==> src/rtl/nco_pkg.sv <==
package nco_pkg;
  // Galois right-shift feedback masks giving maximal-length sequences.
  function automatic logic [31:0] lfsr_taps(input int width);
    logic [31:0] m;
    case (width)
      8:       m = 32'h0000_00B8;
      12:      m = 32'h0000_0E08;
      16:      m = 32'h0000_B400;
      20:      m = 32'h0009_0000;
      24:      m = 32'h00E1_0000;
      32:      m = 32'h8020_0003;
      default: m = 32'h0000_B400;
    endcase
    return m;
  endfunction
endpackage

==> src/rtl/nco_freq_reg.sv <==
module nco_freq_reg #(
  parameter int ACC_W = 16
) (
  input  logic             clk,
  input  logic             rst,
  input  logic [ACC_W-1:0] freq_in,
  input  logic             freq_load,
  output logic [ACC_W-1:0] k_q
);
  always_ff @(posedge clk) begin
    if (rst)            k_q <= '0;
    else if (freq_load) k_q <= freq_in;
  end


  k_load_chk: assert property (@(posedge clk) disable iff (rst)
    freq_load |=> k_q == $past(freq_in));

  k_hold_chk: assert property (@(posedge clk) disable iff (rst)
    !freq_load |=> $stable(k_q));
endmodule

==> src/rtl/nco_phase_acc.sv <==
module nco_phase_acc #(
  parameter int ACC_W = 16
) (
  input  logic             clk,
  input  logic             rst,
  input  logic [ACC_W-1:0] k,
  output logic [ACC_W-1:0] acc_q
);
  always_ff @(posedge clk) begin
    if (rst) acc_q <= '0;
    else     acc_q <= acc_q + k;
  end


  zero_step_chk: assert property (@(posedge clk) disable iff (rst)
    (k == '0) |=> $stable(acc_q));
endmodule

==> src/rtl/nco_dither_src.sv <==
module nco_dither_src #(
  parameter int LFSR_W = 16,
  parameter int DITH_W = 8
) (
  input  logic              clk,
  input  logic              rst,
  output logic [DITH_W-1:0] dith_o
);
  import nco_pkg::*;
  localparam logic [31:0]       TAPS_ALL = lfsr_taps(LFSR_W);
  localparam logic [LFSR_W-1:0] TAPS     = TAPS_ALL[LFSR_W-1:0];
  localparam logic [LFSR_W-1:0] SEED     = {1'b1, {(LFSR_W-1){1'b0}}};

  logic [LFSR_W-1:0] state_q;
  logic [LFSR_W-1:0] state_nx;

  always_comb begin
    state_nx = {1'b0, state_q[LFSR_W-1:1]} ^ (state_q[0] ? TAPS : '0);
  end

  always_ff @(posedge clk) begin
    if (rst) state_q <= SEED;
    else     state_q <= state_nx;
  end

  // Fold every state bit into the offset so all of it is used.
  always_comb begin
    dith_o = '0;
    for (int i = 0; i < LFSR_W; i++) dith_o[i % DITH_W] ^= state_q[i];
  end


  lfsr_live_chk: assert property (@(posedge clk) disable iff (rst)
    state_q != '0);
endmodule

==> src/rtl/nco_out_stage.sv <==
module nco_out_stage #(
  parameter int ACC_W  = 16,
  parameter int ADDR_W = 8
) (
  input  logic              clk,
  input  logic              rst,
  input  logic [ACC_W-1:0]  acc,
  input  logic [ACC_W-1:0]  offset,
  input  logic              dith_en,
  output logic              pulse_o,
  output logic              square_o,
  output logic [ADDR_W-1:0] addr_o
);
  logic [ACC_W-1:0] view;
  logic [ACC_W-1:0] view_q;

  always_comb view = acc + offset;

  always_ff @(posedge clk) begin
    if (rst) begin
      view_q   <= '0;
      pulse_o  <= 1'b0;
      square_o <= 1'b0;
    end else begin
      view_q   <= view;
      pulse_o  <= (view < view_q);
      square_o <= acc[ACC_W-1];
    end
  end

  assign addr_o = view_q[ACC_W-1 -: ADDR_W];


  msb_align_chk: assert property (@(posedge clk) disable iff (rst)
    !$past(dith_en) |-> addr_o[ADDR_W-1] == square_o);
endmodule

==> src/rtl/nco_dither_top.sv <==
module nco_dither_top #(
  parameter int ACC_W  = 16,
  parameter int ADDR_W = 8,
  parameter int LFSR_W = 16
) (
  input  logic              clk,
  input  logic              rst,
  input  logic [ACC_W-1:0]  freq_in,
  input  logic              freq_load,
  input  logic              dith_en,
  output logic              pulse_o,
  output logic              square_o,
  output logic [ADDR_W-1:0] addr_o
);
  localparam int DITH_W = ACC_W - ADDR_W;

  logic [ACC_W-1:0] k_q;
  logic [ACC_W-1:0] acc_q;
  logic [ACC_W-1:0] offset;

  nco_freq_reg #(.ACC_W(ACC_W)) u_freq (
    .clk(clk), .rst(rst), .freq_in(freq_in), .freq_load(freq_load), .k_q(k_q));

  nco_phase_acc #(.ACC_W(ACC_W)) u_acc (
    .clk(clk), .rst(rst), .k(k_q), .acc_q(acc_q));

  generate
    if (DITH_W > 0) begin : g_dither
      logic [DITH_W-1:0] rnd;
      nco_dither_src #(.LFSR_W(LFSR_W), .DITH_W(DITH_W)) u_rnd (
        .clk(clk), .rst(rst), .dith_o(rnd));
      assign offset = dith_en ? {{ADDR_W{1'b0}}, rnd} : '0;
    end else begin : g_plain
      assign offset = '0;
    end
  endgenerate

  nco_out_stage #(.ACC_W(ACC_W), .ADDR_W(ADDR_W)) u_out (
    .clk(clk), .rst(rst), .acc(acc_q), .offset(offset), .dith_en(dith_en),
    .pulse_o(pulse_o), .square_o(square_o), .addr_o(addr_o));


  rst_quiet_chk: assert property (@(posedge clk)
    rst |=> (!pulse_o && !square_o && addr_o == '0));
endmodule

==> config.mk <==
export PLATFORM = sky130hd
export DESIGN_NAME = nco_dither_top
export DESIGN_NICKNAME = d
export VERILOG_FILES = /design/src/rtl/nco_pkg.sv /design/src/rtl/nco_freq_reg.sv /design/src/rtl/nco_phase_acc.sv /design/src/rtl/nco_dither_src.sv /design/src/rtl/nco_out_stage.sv /design/src/rtl/nco_dither_top.sv
export SDC_FILE = /design/constraint.sdc
export NUM_CORES = 1
export LEC_CHECK = 0
export ABC_AREA = 1
export ABC_CLOCK_PERIOD_IN_PS = 2300
export BUFFER_PORTS_ARGS = -buffer_cell sky130_fd_sc_hd__buf_2
export CAP_MARGIN = 40
export CORE_MARGIN = 2
export CORE_UTILIZATION = 35
export DETAILED_ROUTE_END_ITERATION = 8
export PLACE_DENSITY = 0.52
export SLEW_MARGIN = 10
export SYNTH_ARGS = -nofsm -noshare
export SYNTH_HDL_FRONTEND = slang
export SYNTH_SLANG_ARGS = --single-unit
==> constraint.sdc <==
create_clock -name clk -period 2.3 [get_ports clk]
set_input_delay 0.23 -clock clk [delete_from_list [all_inputs] [get_ports clk]]
set_output_delay 0.23 -clock clk [all_outputs]
set_load 0.05 [all_outputs]
==> results.ini, run 1 <==
[clock_network]
clockBufferDepth = 2
clk_latency_ps = 340
h-tree-depth = 3
cts_inserted_buffers = 9
cts.clk_slew.worst_paths_ps = 60
holdBufCountCts = 0
cts_tree = built
cts_root_buffer = clkbuf_16
clock_sinks = 66

[floorplan]
dieArea_um2 = 12400
io_pins = 30
start_util_pct = 35.5
core_area_um2 = 11300
chipWidth_um = 111
num_rows = 39
die_y_um = 111

[detailed_routing]
vias_per_cell = 4.43
post_drt_wl_per_cell_um = 11.0
vias = 3605
first_pass_iters = 5
drt_iter0_drc = 87
ant_nets = 0
routed_wl_mm = 8.95
drc = 0

[timing]
tightest_slew_ps = 420
setup_ws_ps = -197
finalHoldViolCount = 0
fin_skew_ps = 10.2
period_share_pct = 109
hold_slack_ps = 121
maxSlewHeadroom_pct = 71.9
final.min_clock_period_ps = 2500
rsz0062_at_grt = true
max_freq_mhz = 400
slew_violations = 0
setup_viol = 1

[worst_setup_path]
startpoint_type = flop
critPathMaxFanout = 3
path_buf_inv = 4
reg2reg_to = u_out.pulse_o
path_class = reg -> reg
ff2ff_setup_slack_ps = -200
cp-end-kind = flop
crit_arrival_ps = 2760
crit_top_cell = inv_2
r2r-start = g_dither.u_rnd.state_q[0]
critPathSlowestCell = fa_2
crit_family = adder cells
required_ps = 2570
r2r_cells = 19
max_stage_delay_ps = 350
worstPathCellList = inv_2 -> o21ai_2 -> a21oi_2 -> ha_2 -> inv_2 -> fa_2 -> inv_2 -> nand3_2 -> nand2_2 -> nand3_2 -> nand2_4 -> xor2_2 -> inv_1 -> ha_2 -> a21oi_2 -> o21ai_2 -> nand2_1 -> nand4_1 -> a21oi_1

[placement]
port_buffers = 29
gp_congestion = 0.859
placed_cells = 788
place_ws_ps = -298
hpwlAfterDp_mm = 6.75

[synthesis]
synth.distinct_cells = 31
synth_area_per_cell_um2 = 6.66
muxShareOfSynthArea_pct = 0
synthSimpleGateAreaFrac_pct = 29.7
yosysTopAreaCell = dfxtp_1
synth_fp_nets = 663
synth_top_area_share_pct = 32.9
ys_seq_elements = 66
synth_xor_xnor_area_share_pct = 2.58
synthAdderAreaFrac_pct = 12.8
synth_top_family_by_area = simple AND/OR/NAND/NOR gates
synth-compound-area-share_pct = 8.53
syn_area_um2 = 4020
yosys-top-cells-area = dfxtp_1, nand2_1, ha_1, inv_1, nor2_1
synthCells = 603
yosysSeqAreaShare_pct = 32.9
ys_warn_count = 0

[grt]
grt_pass1_wl_mm = 15.6
grt_pass1_vias = 3579
antenna_found_initial = 0
grt-ovfl-total = 0
grt_max_degree = 36
grt_use_total_pct = 15.7

[min_path]
hold_end = u_freq.k_q[9]
hold_class = in -> reg
hp-start = freq_in[9]
hold_depth = 3

[finish]
post_layout_nonfiller_instances = 814
layout-drive-gt1-share_pct = 22.4
insertedDiodeCount = 0
syn2layout_area_growth_pct = 24.4
nNetsFinal = 726
post-route-util_pct = 44.2

[outcome]
status = finished, violations left
failed_checks = setup timing

[power_and_ir_drop]
ir_drop_mv = 0.309
leakage_nw = 2.65
powerDensity_nw_per_um2 = 720

[flow_run]
max-cap-violations = 0

worst register-to-register path, stage by stage (launching register included):
cell     delay, ps
dfxtp_2        320
inv_2           70
o21ai_2         60
a21oi_2        110
ha_2           190
inv_2           40
fa_2           350
inv_2           90
nand3_2         70
nand2_2         80
nand3_2         90
nand2_4        110
xor2_2         140
inv_1           60
ha_2           180
a21oi_2        150
o21ai_2         70
nand2_1         60
nand4_1         70
a21oi_1        120
metal layers:
metal / up-vias / GRT usage, % / share of wire [%]
li1: 1973 / - / -
met1: 1546 / 19.7 / 49
met2: 61 / 25.8 / 44
met3: 25 / 2.57 / 2.7
met4: 0 / 8.31 / 3.6
met5: - / 0 / 0
worst max path at each step:
stage	startpoint	end	slack, ps	depth (start not counted)
4_1_cts	g_dither.u_rnd.state_q[0]	u_out.pulse_o	-210	19
3_3_place_gp	dith_en	u_out.pulse_o	-200	18
2_1_floorplan	g_dither.u_rnd.state_q[0]	u_out.pulse_o	-40	17
5_1_grt	g_dither.u_rnd.state_q[0]	u_out.pulse_o	-350	20
3_5_place_dp	dith_en	u_out.pulse_o	-300	19
6_report	g_dither.u_rnd.state_q[0]	u_out.pulse_o	-200	19
registers in the layout (all words and copies together) (netlist names):
| name | flops |
|---|---|
| u_out.view_q | 16 |
| u_out.square_o | 1 |
| g_dither.u_rnd.state_q | 16 |
| u_out.pulse_o | 1 |
| u_freq.k_q | 16 |
| u_acc.acc_q | 16 |
through the flow:
step | cell area (um^2) | setup TNS, ps | total power [mW]
after floorplan | 4030 | -38.7 | 1.99
after global placement | 4460 | -203 | 2.21
after detailed placement | 4460 | -298 | 2.23
after CTS | 4800 | -213 | 3.58
after global routing | 5000 | -355 | 3.85
final | 5000 | -197 | 3.60
kinds of logic (layout without fill, tap and decap cells):
kind of cell,count (synthesis),count (layout)
AOI/OAI and AO/OA,66,66
xor gates and xnor gates,11,11
adders and majority gates,40,40
buffers and inverters,131,199
DFF,66,66
and+or+nand+nor,289,289
final cells by class:
class | count | area, um^2
flip-flops and latches | 66 | 1330
clock buffers | 14 | 274
repair buffers | 69 | 445
inverters | 114 | 428
well taps | 143 | 179
fillers | 1196 | 6320
clock inverters | 2 | 10.0
multi-input cells | 406 | 2330
synthesized netlist by cell type, drive strengths merged:
master / n
a21o: 1
a21oi: 34
and2: 1
buf: 10
clkbuf: 7
clkinv: 1
dfxtp: 66
fa: 2
ha: 38
inv: 113
nand2: 146
nand3: 24
nand3b: 6
nand4: 3
nor2: 102
nor3: 6
o21a: 1
o21ai: 30
or2: 1
xnor2: 4
xor2: 7
power breakdown:
group | internal (mW) | switching [mW]
combinational | 0.391 | 0.579
clock | 0.815 | 0.490
sequential | 1.25 | 0.0783
total | 2.45 | 1.15
cells in the final DEF, fill, tap and decap left out, drive strengths merged:
cell type,n
and2,1
dfxtp,66
inv,113
nor3,6
nand4,3
or2,1
nand2,146
a21o,1
o21a,1
nor2,102
clkbuf,14
nand3,24
ha,38
a21oi,34
xnor2,4
xor2,7
clkinv,3
fa,2
nand3b,6
buf,69
o21ai,30
repair_timing:
action | CTS | global route
cloned | 0 | 0
resized for setup | 11 | 46
endpoints found under the setup margin | 1 | 1
pin swaps | 7 | 24
buffers inserted | 4 | 6
Note: power is estimated with default switching activity, not from simulation.
==> inputs of run 2 (changes only) <==
--- a/config.mk
+++ b/config.mk
@@ -10,9 +10,9 @@
 export BUFFER_PORTS_ARGS = -buffer_cell sky130_fd_sc_hd__buf_2
 export CAP_MARGIN = 40
 export CORE_MARGIN = 2
-export CORE_UTILIZATION = 35
+export CORE_UTILIZATION = 42
 export DETAILED_ROUTE_END_ITERATION = 8
-export PLACE_DENSITY = 0.52
+export PLACE_DENSITY = 0.6
 export SLEW_MARGIN = 10
 export SYNTH_ARGS = -nofsm -noshare
 export SYNTH_HDL_FRONTEND = slang
==> run 2 against run 1 <==
Against the previous run:
- the run still ends with setup timing left
- via count is 0.67% higher
- sequential power about the same
- setup slack got worse by 20 ps
- cell count shrank 1.7%
- register-to-register slack got worse by 20 ps
==> results.ini, run 2 (synthesized netlist as in run 1, its figures left out) <==
[timing]
tightest_slew_ps = 422  ; +2.22 ps
setup_tns_ps = -217  ; -19.9 ps
fin_skew_ps = 7.03  ; -3.20 ps
finalHoldViolCount = 0  ; unchanged
slew_violations = 0  ; unchanged
maxSlewHeadroom_pct = 71.7  ; -0.15 points
setup_viol = 1  ; unchanged
period_share_pct = 109  ; +0.87 points
rsz0062_at_grt = true
final.min_clock_period_ps = 2520  ; +19.9 ps
setup_ws_ps = -217  ; -19.9 ps
max_freq_mhz = 397  ; -0.79%

[floorplan]
dieArea_um2 = 10400  ; -16%
num_rows = 35  ; -10%
die_y_um = 102  ; -8.4%
start_util_pct = 43.3  ; +7.8 points
chipWidth_um = 102  ; -8.4%
io_pins = 30  ; unchanged
core_area_um2 = 9280  ; -18%

[detailed_routing]
first_pass_iters = 6  ; +1
drt_iter0_drc = 85  ; -2.3%
drc = 0  ; unchanged
ant_nets = 0  ; unchanged
post_drt_wl_per_cell_um = 11.4  ; +3.6%
routed_wl_mm = 9.11  ; +1.8%
vias_per_cell = 4.54  ; +2.4%
vias = 3629  ; +0.67%

[worst_setup_path]
reg2reg_to = u_out.pulse_o
crit_arrival_ps = 2800  ; +40 ps
cp-end-kind = flop
startpoint_type = flop
endpoint = u_out.pulse_o
path_class = reg -> reg
setup.worst_path.start = g_dither.u_rnd.state_q[0]
ff2ff_setup_slack_ps = -220  ; -20 ps
required_ps = 2590  ; +20 ps
r2r_cells = 19  ; unchanged
r2r-start = g_dither.u_rnd.state_q[0]
critPathMaxFanout = 3  ; unchanged

[finish]
post-route-util_pct = 54.0  ; +9.8 points
syn2layout_area_growth_pct = 24.8
nNetsFinal = 726  ; unchanged
layout-drive-gt1-share_pct = 24.9  ; +2.5 points
insertedDiodeCount = 0  ; unchanged
final_cell_mix = nand2_1, inv_1, nor2_1
nFillCells = 912  ; -24%
final_common_cell = nand2_1

[power_and_ir_drop]
powerDensity_nw_per_um2 = 695  ; -3.5%
leakage_nw = 2.61  ; -1.7%
ir_drop_mv = 0.322  ; +4.4%
pwr-share-seq_pct = 38.0  ; +1.2 points
power_switching_mw = 1.19  ; +4.2%
clkPwrFrac_pct = 32.2  ; -4.0 points
p_int_mw = 2.29  ; -6.6%
comb_power_share_pct = 29.8  ; +2.9 points
switching_share_pct = 34.3  ; +2.4 points

[placement]
hpwlAfterDp_mm = 6.65  ; -1.5%
port_buffers = 29  ; unchanged
gp_congestion = 0.908  ; +5.7%

[grt]
grt_pass1_vias = 3467  ; -3.1%
grt-busiest-layer = met2
grt_max_degree = 36  ; unchanged
grt-ovfl-total = 0  ; unchanged
grt_use_met3_pct = 3.49  ; +0.92 points
antenna_found_initial = 0  ; unchanged
grt_use_total_pct = 18.2  ; +2.5 points
grt_pass1_wl_mm = 14.9  ; -4.5%
use_met2_pct = 29.5  ; +3.6 points
use_met1_pct = 23.6  ; +3.9 points

[clock_network]
clk_latency_ps = 350  ; about the same
cts_inserted_buffers = 9  ; unchanged
cts_tree = built
cts.clk_slew.worst_paths_ps = 80  ; +20 ps
clockBufferDepth = 2  ; unchanged
h-tree-depth = 3  ; unchanged
clock_sinks = 66  ; unchanged
holdBufCountCts = 0  ; unchanged
cts_root_buffer = clkbuf_8

[min_path]
hold_class = in -> reg
hold_depth = 3  ; unchanged

[outcome]
status = finished, violations left
failed_checks = setup timing

[flow_run]
max-cap-violations = 0  ; unchanged

[run 2: cell count changes in the layout (fill, tap and decap cells not counted), sizes merged]
cell	before	now
clkinvlp	0	2
inv	113	115
clkbuf	14	9
clkinv	3	2
bufinv	0	2
[run 2: area by class of cell]
cell class	count	area (um^2)	share of cell area, %
Tap cell	129	161	3.22
Timing Repair Buffer	69	449	8.96
Inverter	114	428	8.54
Clock inverter	7	101	2.02
Sequential cell	66	1340	26.6
Clock buffer	9	124	2.47
Multi-Input combinational cell	406	2410	48.2
[run 2: layer usage]
layer | vias to the layer above | routed length [um]
met5 | - | 0
met4 | 0 | 197
met3 | 18 | 278
met2 | 58 | 4160
met1 | 1583 | 4470
li1 | 1970 | -
[run 2: through the flow]
step	cell area, um^2	power (mW)	hold slack (ps)	setup WS (ps)	cells
finish	5010	3.49	95.6	-217	800
CTS	4780	3.41	81.6	-158	797
global placement	4450	2.21	421	-180	775
global route	5010	3.70	96.9	-332	800
floorplan	4030	1.99	365	-38.7	603
detailed placement	4450	2.23	427	-287	775
[run 2: worst min path at each step]
| stage | start | endpoint | slack (ps) |
|---|---|---|---|
| after floorplan | freq_in[15] | u_freq.k_q[15] | 360 |
| after global placement | g_dither.u_rnd.state_q[10] | g_dither.u_rnd.state_q[9] | 420 |
| after detailed placement | g_dither.u_rnd.state_q[10] | g_dither.u_rnd.state_q[9] | 430 |
| after CTS | freq_in[13] | u_freq.k_q[13] | 80 |
| after global routing | freq_in[10] | u_freq.k_q[10] | 100 |
| final | freq_in[13] | u_freq.k_q[13] | 100 |
[run 2: what timing repair did]
item,in CTS,in global routing
endpoints found under the setup margin,1,1
buffers inserted,6,3
resized for setup,19,54
pin swaps,11,30
[run 2: power by group through the flow]
stage / Combinational [mW] / Sequential [mW] / Clock (mW)
floorplan: 0.639 / 1.35 / 0
global placement: 0.865 / 1.34 / 0
detailed placement: 0.886 / 1.35 / 0
CTS: 0.932 / 1.32 / 1.15
global route: 1.17 / 1.34 / 1.20
finish: 1.04 / 1.32 / 1.12
[run 2: critical path, cell delays in order, from the launching register on]
cell and delay [ps]:
dfxtp_2 330, inv_2 80, o21ai_2 70, a21oi_2 110
ha_2 200, inv_2 40, fa_2 340, inv_2 90
nand3_2 60, nand2_2 70, nand3_2 80, nand2_4 130
xor2_4 170, inv_2 70, ha_4 160, a21oi_2 130
o21ai_2 60, nand2_1 60, nand4_1 70, a21oi_1 120
